File: src/rtl/pdiv_pkg.sv
`timescale 1ns/1ps
// Package: shared helpers for the post-divider.
// Assumes mask widths never exceed 32 bits.
package pdiv_pkg;
    localparam int unsigned DEF_SEL_W = 3;

    // Return a word with the n lowest bits set.
    function automatic logic [31:0] low_ones(input int unsigned n);
        if (n >= 32)
            return '1;
        return (32'd1 << n) - 32'd1;
    endfunction
endpackage

File: src/rtl/pdiv_counter.sv
`timescale 1ns/1ps
// pdiv_counter: free-running binary counter whose bits are the divided clocks.
// Bit i toggles every 2^i cycles. hold forces the count to zero (power-down).
// Assumes hold is synchronous to clk_in.
module pdiv_counter #(
    parameter int unsigned CNT_W = 7
) (
    input  logic             clk_in,
    input  logic             rst_n,
    input  logic             hold,
    output logic [CNT_W-1:0] cnt_q,
    output logic [CNT_W-1:0] cnt_nx
);
    // Next count value, shared with the output stage.
    assign cnt_nx = cnt_q + CNT_W'(1);

    // Count up, or clear on reset or hold.
    always_ff @(posedge clk_in) begin
        if (!rst_n || hold)
            cnt_q <= '0;
        else
            cnt_q <= cnt_nx;
    end

    a_r5_cnt_held: assert property (@(posedge clk_in) disable iff (!rst_n)
        hold |=> (cnt_q == '0));
endmodule

File: src/rtl/pdiv_ratio_ctl.sv
`timescale 1ns/1ps
// pdiv_ratio_ctl: keeps the active divide code and moves it to the requested
// code only when the low max(active,target) counter bits are all ones, so
// both divided clocks wrap to a fresh low phase together on that edge.
// During power-down the target is taken at once (output is held low then).
module pdiv_ratio_ctl #(
    parameter int unsigned SEL_W = 3,
    parameter int unsigned CNT_W = 7
) (
    input  logic             clk_in,
    input  logic             rst_n,
    input  logic             pd,
    input  logic [SEL_W-1:0] target,
    input  logic [CNT_W-1:0] cnt_q,
    output logic [SEL_W-1:0] active_q,
    output logic [SEL_W-1:0] next_sel
);
    logic [SEL_W-1:0] wide_sel;
    logic [CNT_W-1:0] mask;
    logic             boundary;

    // Larger of the two codes sets the common wrap point.
    assign wide_sel = (active_q > target) ? active_q : target;
    // Bits of the counter that must all be one at the safe edge.
    assign mask     = CNT_W'(pdiv_pkg::low_ones(int'(wide_sel)));
    // Safe edge: the next increment clears all masked bits.
    assign boundary = ((cnt_q & mask) == mask);
    // Code in force after this edge.
    assign next_sel = (pd || boundary) ? target : active_q;

    // Register the code in force.
    always_ff @(posedge clk_in) begin
        if (!rst_n)
            active_q <= '0;
        else
            active_q <= next_sel;
    end

    // a switch lands exactly where the shared low bits become zero.
    a_r4_switch_at_wrap: assert property (@(posedge clk_in) disable iff (!rst_n)
        (!pd && (next_sel != active_q)) |=> ((cnt_q & $past(mask)) == '0));
endmodule

File: src/rtl/pdiv_out_stage.sv
`timescale 1ns/1ps
// pdiv_out_stage: forms the output clock. Ratios >= 2 come from one flop
// loaded with the chosen counter bit of the next count. Ratio 1 gates the
// input clock with an enable that changes only on the falling edge, so the
// gate opens and closes while the input clock is low.
module pdiv_out_stage #(
    parameter int unsigned SEL_W = 3,
    parameter int unsigned CNT_W = 7
) (
    input  logic             clk_in,
    input  logic             rst_n,
    input  logic             pd,
    input  logic [SEL_W-1:0] active_q,
    input  logic [SEL_W-1:0] next_sel,
    input  logic [CNT_W-1:0] cnt_nx,
    output logic             clk_out
);
    logic             div_q;
    logic             pass_q;
    logic [SEL_W-1:0] bit_idx;

    // Counter bit that carries ratio 2^next_sel.
    assign bit_idx = next_sel - SEL_W'(1);

    // Divided-clock flop; low for ratio 1, reset and power-down.
    always_ff @(posedge clk_in) begin
        if (!rst_n || pd || (next_sel == '0))
            div_q <= 1'b0;
        else
            div_q <= cnt_nx[bit_idx];
    end

    // Pass-through enable, updated while the input clock is low.
    always_ff @(negedge clk_in) begin
        pass_q <= rst_n && !pd && (active_q == '0);
    end

    // Merge the two paths; at most one is ever active.
    assign clk_out = (clk_in & pass_q) | div_q;

    a_r3_paths_exclusive: assert property (@(posedge clk_in) disable iff (!rst_n)
        !(pass_q && div_q));
    a_r5_out_low_in_pd: assert property (@(posedge clk_in) disable iff (!rst_n)
        pd |=> !div_q);
endmodule

File: src/rtl/pdiv_glitchless.sv
`timescale 1ns/1ps
// pdiv_glitchless: top of the power-of-two post-divider. Ties the counter,
// the ratio controller and the output stage together, and registers the
// pad drive enable and the running flag. All controls are assumed
// synchronous to clk_in.
module pdiv_glitchless #(
    parameter int unsigned SEL_W = pdiv_pkg::DEF_SEL_W
) (
    input  logic             clk_in,
    input  logic             rst_n,
    input  logic [SEL_W-1:0] ratio_sel,
    input  logic             out_en,
    input  logic             pwr_dn,
    output logic             clk_out,
    output logic             pad_oe,
    output logic             running
);
    localparam int unsigned CNT_W = (1 << SEL_W) - 1;

    logic [CNT_W-1:0] cnt_q;
    logic [CNT_W-1:0] cnt_nx;
    logic [SEL_W-1:0] active_q;
    logic [SEL_W-1:0] next_sel;

    pdiv_counter #(.CNT_W(CNT_W)) u_cnt (
        .clk_in (clk_in),
        .rst_n  (rst_n),
        .hold   (pwr_dn),
        .cnt_q  (cnt_q),
        .cnt_nx (cnt_nx)
    );

    pdiv_ratio_ctl #(.SEL_W(SEL_W), .CNT_W(CNT_W)) u_ctl (
        .clk_in   (clk_in),
        .rst_n    (rst_n),
        .pd       (pwr_dn),
        .target   (ratio_sel),
        .cnt_q    (cnt_q),
        .active_q (active_q),
        .next_sel (next_sel)
    );

    pdiv_out_stage #(.SEL_W(SEL_W), .CNT_W(CNT_W)) u_out (
        .clk_in   (clk_in),
        .rst_n    (rst_n),
        .pd       (pwr_dn),
        .active_q (active_q),
        .next_sel (next_sel),
        .cnt_nx   (cnt_nx),
        .clk_out  (clk_out)
    );

    // Register pad drive enable and running flag.
    always_ff @(posedge clk_in) begin
        if (!rst_n) begin
            pad_oe  <= 1'b0;
            running <= 1'b0;
        end else begin
            pad_oe  <= out_en;
            running <= !pwr_dn;
        end
    end

    a_r7_oe_rise: assert property (@(posedge clk_in) disable iff (!rst_n)
        out_en |=> pad_oe);
    a_r7_oe_fall: assert property (@(posedge clk_in) disable iff (!rst_n)
        !out_en |=> !pad_oe);
    a_r5_running_off: assert property (@(posedge clk_in) disable iff (!rst_n)
        pwr_dn |=> !running);
endmodule

File: config.mk
export PLATFORM = sky130hd
export DESIGN_NAME = pdiv_glitchless
export DESIGN_NICKNAME = d
export VERILOG_FILES = /design/src/rtl/pdiv_pkg.sv /design/src/rtl/pdiv_counter.sv /design/src/rtl/pdiv_ratio_ctl.sv /design/src/rtl/pdiv_out_stage.sv /design/src/rtl/pdiv_glitchless.sv
export SDC_FILE = /design/constraint.sdc
export NUM_CORES = 1
export LEC_CHECK = 0
export BUFFER_PORTS_ARGS = -buffer_cell sky130_fd_sc_hd__buf_2
export CORE_UTILIZATION = 55
export DETAILED_ROUTE_END_ITERATION = 8
export GPL_ROUTABILITY_DRIVEN = 0
export GPL_TIMING_DRIVEN = 0
export PLACE_DENSITY = 0.75
export SETUP_SLACK_MARGIN = 0.15
export SLEW_MARGIN = 10
export SYNTH_ARGS = -nofsm -noshare
export SYNTH_HDL_FRONTEND = slang
export SYNTH_HIERARCHICAL = 1
export SYNTH_SLANG_ARGS = --single-unit
File: constraint.sdc
create_clock -name clk_in -period 6.2 [get_ports clk_in]
set_input_delay 0.31 -clock clk_in [delete_from_list [all_inputs] [get_ports clk_in]]
set_output_delay 0.31 -clock clk_in [all_outputs]
set_load 0.1 [all_outputs]
Yosys cells after proc, flatten, opt, wreduce, memory -nomap -nowiden --
Cells that the tools add are included.
Word-level totals: output and inout port bits 3, bits in registers 14, input port bits 7
Operators by class: shift operators 1, bitwise gates (word level) 3, magnitude comparators 2, mux-type cells 4, add/subtract/negate cells 3, equal/unequal tests 1, reduce and logical (&&, ||, !) cells 9
Operators with widths (count):
- adder 7 x 1 -> 7 bit (second input constant) | 1
- bitwise AND 7 bit | 1
- equality test 7 bit | 1
- << shifter 1 x 3 -> 7 bit (first input constant) | 1
- subtractor 7 x 1 -> 7 bit (second input constant) | 1
- logical NOT 3 bit | 2
- two-way mux 3 bit | 2
- < comparator 3 x 4 -> 1 bit (second input constant) | 1
- binary-select mux 1 bit (select 3 bit) | 1
- > comparator 3 bit | 1
- logical OR 1 bit | 3
- subtractor 3 x 1 -> 3 bit (second input constant) | 1
- logical AND 1 bit | 2
- logical NOT 1 bit | 2
- bitwise AND 1 bit | 1
- two-way mux 1 bit | 1
- OR 1 bit | 1

Logic depth before layout (Yosys ltp) --
depth in word-level cells 11, mapped depth 19

Cells and area by module --
Netlist, hierarchy kept.
By module, submodules not included:
- pdiv_ratio_ctl | instances 1, cells an instance 74, area each 585.6 µm², seq. area each 60.1 µm²
- pdiv_counter | instances 1, cells an instance 32, area each 291.5 µm², seq. area each 140.1 µm²
- pdiv_out_stage | instances 1, cells an instance 18, area each 182.7 µm², seq. area each 40.0 µm²
- pdiv_glitchless | instances 1, cells an instance 4, area each 60.1 µm², seq. area each 40.0 µm²

==> impl_metrics.csv <==
group,metric,value,unit
logic_synthesis,synth.area.top_cells,"dfxtp_1 25%, ha_1 7.8%, mux2i_1 5.4%",
logic_synthesis,seq_area_frac_synth,25.0,%
logic_synthesis,yosysWarnings,6,
global_routing,use_met1,27.4,%
sta,fmax,213,MHz
cells_and_area,n_fill_cell,151,
sta,max-slew-margin-rel,66.7,%
logic_synthesis,postSynthAreaPerCell,8.75,sq um
sta,hold_violations,0,
floorplan,die-area,0.00222,sq mm
logic_synthesis,ys_ff_latch,14,
cells_and_area,fin_nets,159,
cts,clk_latency,450,ps
cells_and_area,area_delta_synth_final,12.1,%
route,dr_total_vias,989,
sta,fin_tns_setup,0,ps
worst_setup_path,critical_path_class,"reg -> reg",
sta,rsz0062_at_grt,"false",
route,drtIter0Drc,33,
logic_synthesis,yosysTopAreaCellShare,25.0,%
sta,fin_crit_sh,75.7,%
worst_setup_path,worst_path_max_delay_cell,"or4b_1",
run_status,status,"finished clean",
worst_setup_path,start_kind,"flip-flop",
worst_setup_path,cp.arrival,4990,ps
cts,cts_hold_buf,0,
floorplan,start_util,61.5,%
place,dp_hpwl,1650,microns
global_routing,antenna_found_initial,0,
logic_synthesis,async_flop_share,0,%
worst_setup_path,cp_slowest_stage_delay,500,ps
logic_synthesis,synth.cell_area,0.00112,sq mm
global_routing,grt_pass1_vias,823,
worst_setup_path,critical_path.endpoint_type,"flip-flop",
global_routing,grt_usage,22.2,%
power,leakage,0.000552,uW
worst_setup_path,crit_chain,"inv_1 > ha_1 > or4b_1 > o211ai_2 > a32o_4 > and3_1 > nand2_1 > ha_1 > or2_2 > o221ai_1 > a221o_1 > a221oi_1 > mux2_1 > inv_1 > ha_1 > and3b_2 > a21oi_1 > a2111oi_2",
floorplan,die_y,47.1,microns
global_routing,met2_usage,35.0,%
cells_and_area,antenna_cells,0,
logic_synthesis,synth_commonest_cells,"14 x dfxtp_1, 14 x nand2_1, 10 x inv_1, 7 x ha_1",
cells_and_area,layout-drive-gt1-share,18.8,%
power,vdd_drop_max,0.175,mV
logic_synthesis,synth_flop_cell,"dfxtp_1",
logic_synthesis,synth_edf_count,0,
route,ant_nets,0,
floorplan,ios,10,
worst_setup_path,path_max_fanout,7,
logic_synthesis,yosysTopAreaCell,"dfxtp_1",
place,port-buffer-count,9,
worst_setup_path,worst-path-buf-inv,2,
floorplan,core,0.00182,sq mm
sta,tightest_slew,502,ps
route,wire_per_inst,13.2,microns
hold_path,hold_path.class,"in -> reg",
global_routing,grt_pass1_wl,3390,microns
global_routing,use_met3,9.62,%
cts,post_cts_buffers,0,
sta,skew,62.8,ps
global_routing,grt-ovfl-total,0,
cts,path_clk_slew,90,ps
logic_synthesis,syn-num-nets,142,
sta,fin_crit,4690,ps
route,post-route-drc-count,0,
cts,cts_tree,"built",
sta,drv_slew,0,
global_routing,top_usage_layer,"met2",
worst_setup_path,critPathMostFrequentCell,"ha_1",
floorplan,fp-row-count,15,
power,cellPowerDensity,259,mW/mm^2
route,wl,2230,microns
cts,cts_repair_resize_count,0,
global_routing,grt_max_degree,12,
route,vias_per_cell,5.85,
route,first_pass_iters,4,
power,power,325,uW
sta,setup_violations,0,
logic_synthesis,synthCells,128,
worst_setup_path,crit_family,"compound AO/OA/AOI/OAI gates",
logic_synthesis,synth.distinct_cells,48,
worst_setup_path,required,6490,ps
floorplan,die_x,47.1,microns
job,max-cap-violations,0,
cells in the final DEF (no fill, tap or decap), types with 2 or more instances in the layout:
master    netlist  layout
a211oi_1        2       2
a21oi_1         3       3
a221o_1         2       2
and2_1          6       6
buf_2           1      10
clkbuf_4        0       6
dfxtp_1        14      14
ha_1            7       7
inv_1          10      10
mux2_1          2       2
mux2i_1         6       6
nand2_1        14      14
nand2b_1        2       2
nand3_1         3       3
nand3b_1        2       2
nor2_1          5       5
nor2b_1         4       4
nor4_1          2       2
o21a_1          2       2
o21ai_0         6       6
or3_1           3       3
or4b_1          2       2
xnor2_1         2       2
xor2_1          3       3
final timing paths:
path,start,endpoint,slack (ps),depth (start not counted)
max,u_ctl/active_q[0],u_out/div_q,1510,18
min,out_en,pad_oe,130,2
max reg2reg,u_ctl/active_q[0],u_out/div_q,1510,18
min reg2reg,u_cnt/cnt_q[0],u_cnt/cnt_q[0],530,1
logic make-up after synthesis:
| family | count (synthesis) | share of synthesized area (%) |
|---|---|---|
| muxes | 11 | 12.1 |
| adders and majority gates | 7 | 7.82 |
| DFF | 14 | 25.0 |
| xor gates and xnor gates | 5 | 3.91 |
| AOI/OAI and AO/OA | 28 | 20.0 |
| buffers and inverters | 11 | 3.80 |
| and+or+nand+nor | 52 | 27.4 |
metrics by stage:
step	cells	utilization [%]	hold WS [ps]	instance area (sq um)	setup slack, ps
2_1_floorplan	128	-	374	1120	1840
3_3_place_gp	162	65.7	502	1200	1600
3_5_place_dp	162	65.7	516	1200	1530
4_1_cts	169	68.9	118	1250	1510
5_1_grt	169	68.9	106	1250	1210
6_report	169	68.9	126	1250	1510
sequential cells by signal (all words and copies together), names as in the netlist:
register and cells:
u_ctl/active_q 3, u_cnt/cnt_q 7, running 1, u_out/div_q 1, pad_oe 1, u_out/pass_q 1
per-layer routing:
metal / share of wire, % / up-vias / wire length (microns)
li1: - / 514 / -
met2: 44 / 28 / 989
met1: 49 / 445 / 1100
met3: 5.2 / 2 / 117
met5: 0 / - / 0
met4: 0.85 / 0 / 19
final cells by class:
cell class | instances | area [sq um] | area share [%]
Clock inverter | 1 | 3.75 | 0.299
Clock buffer | 8 | 63.8 | 5.08
Multi-Input combinational cell | 103 | 797 | 63.5
Buffer | 1 | 5.00 | 0.399
Sequential cell | 14 | 280 | 22.3
Inverter | 9 | 33.8 | 2.69
Timing Repair Buffer | 8 | 40.0 | 3.19
Tap cell | 25 | 31.3 | 2.49
report_power, final:
part,internal (uW),switching [uW]
registers,95.0,6.44
logic,49.0,61.6
clock network,60.3,52.3
Power figures use the tool's default switching activity.
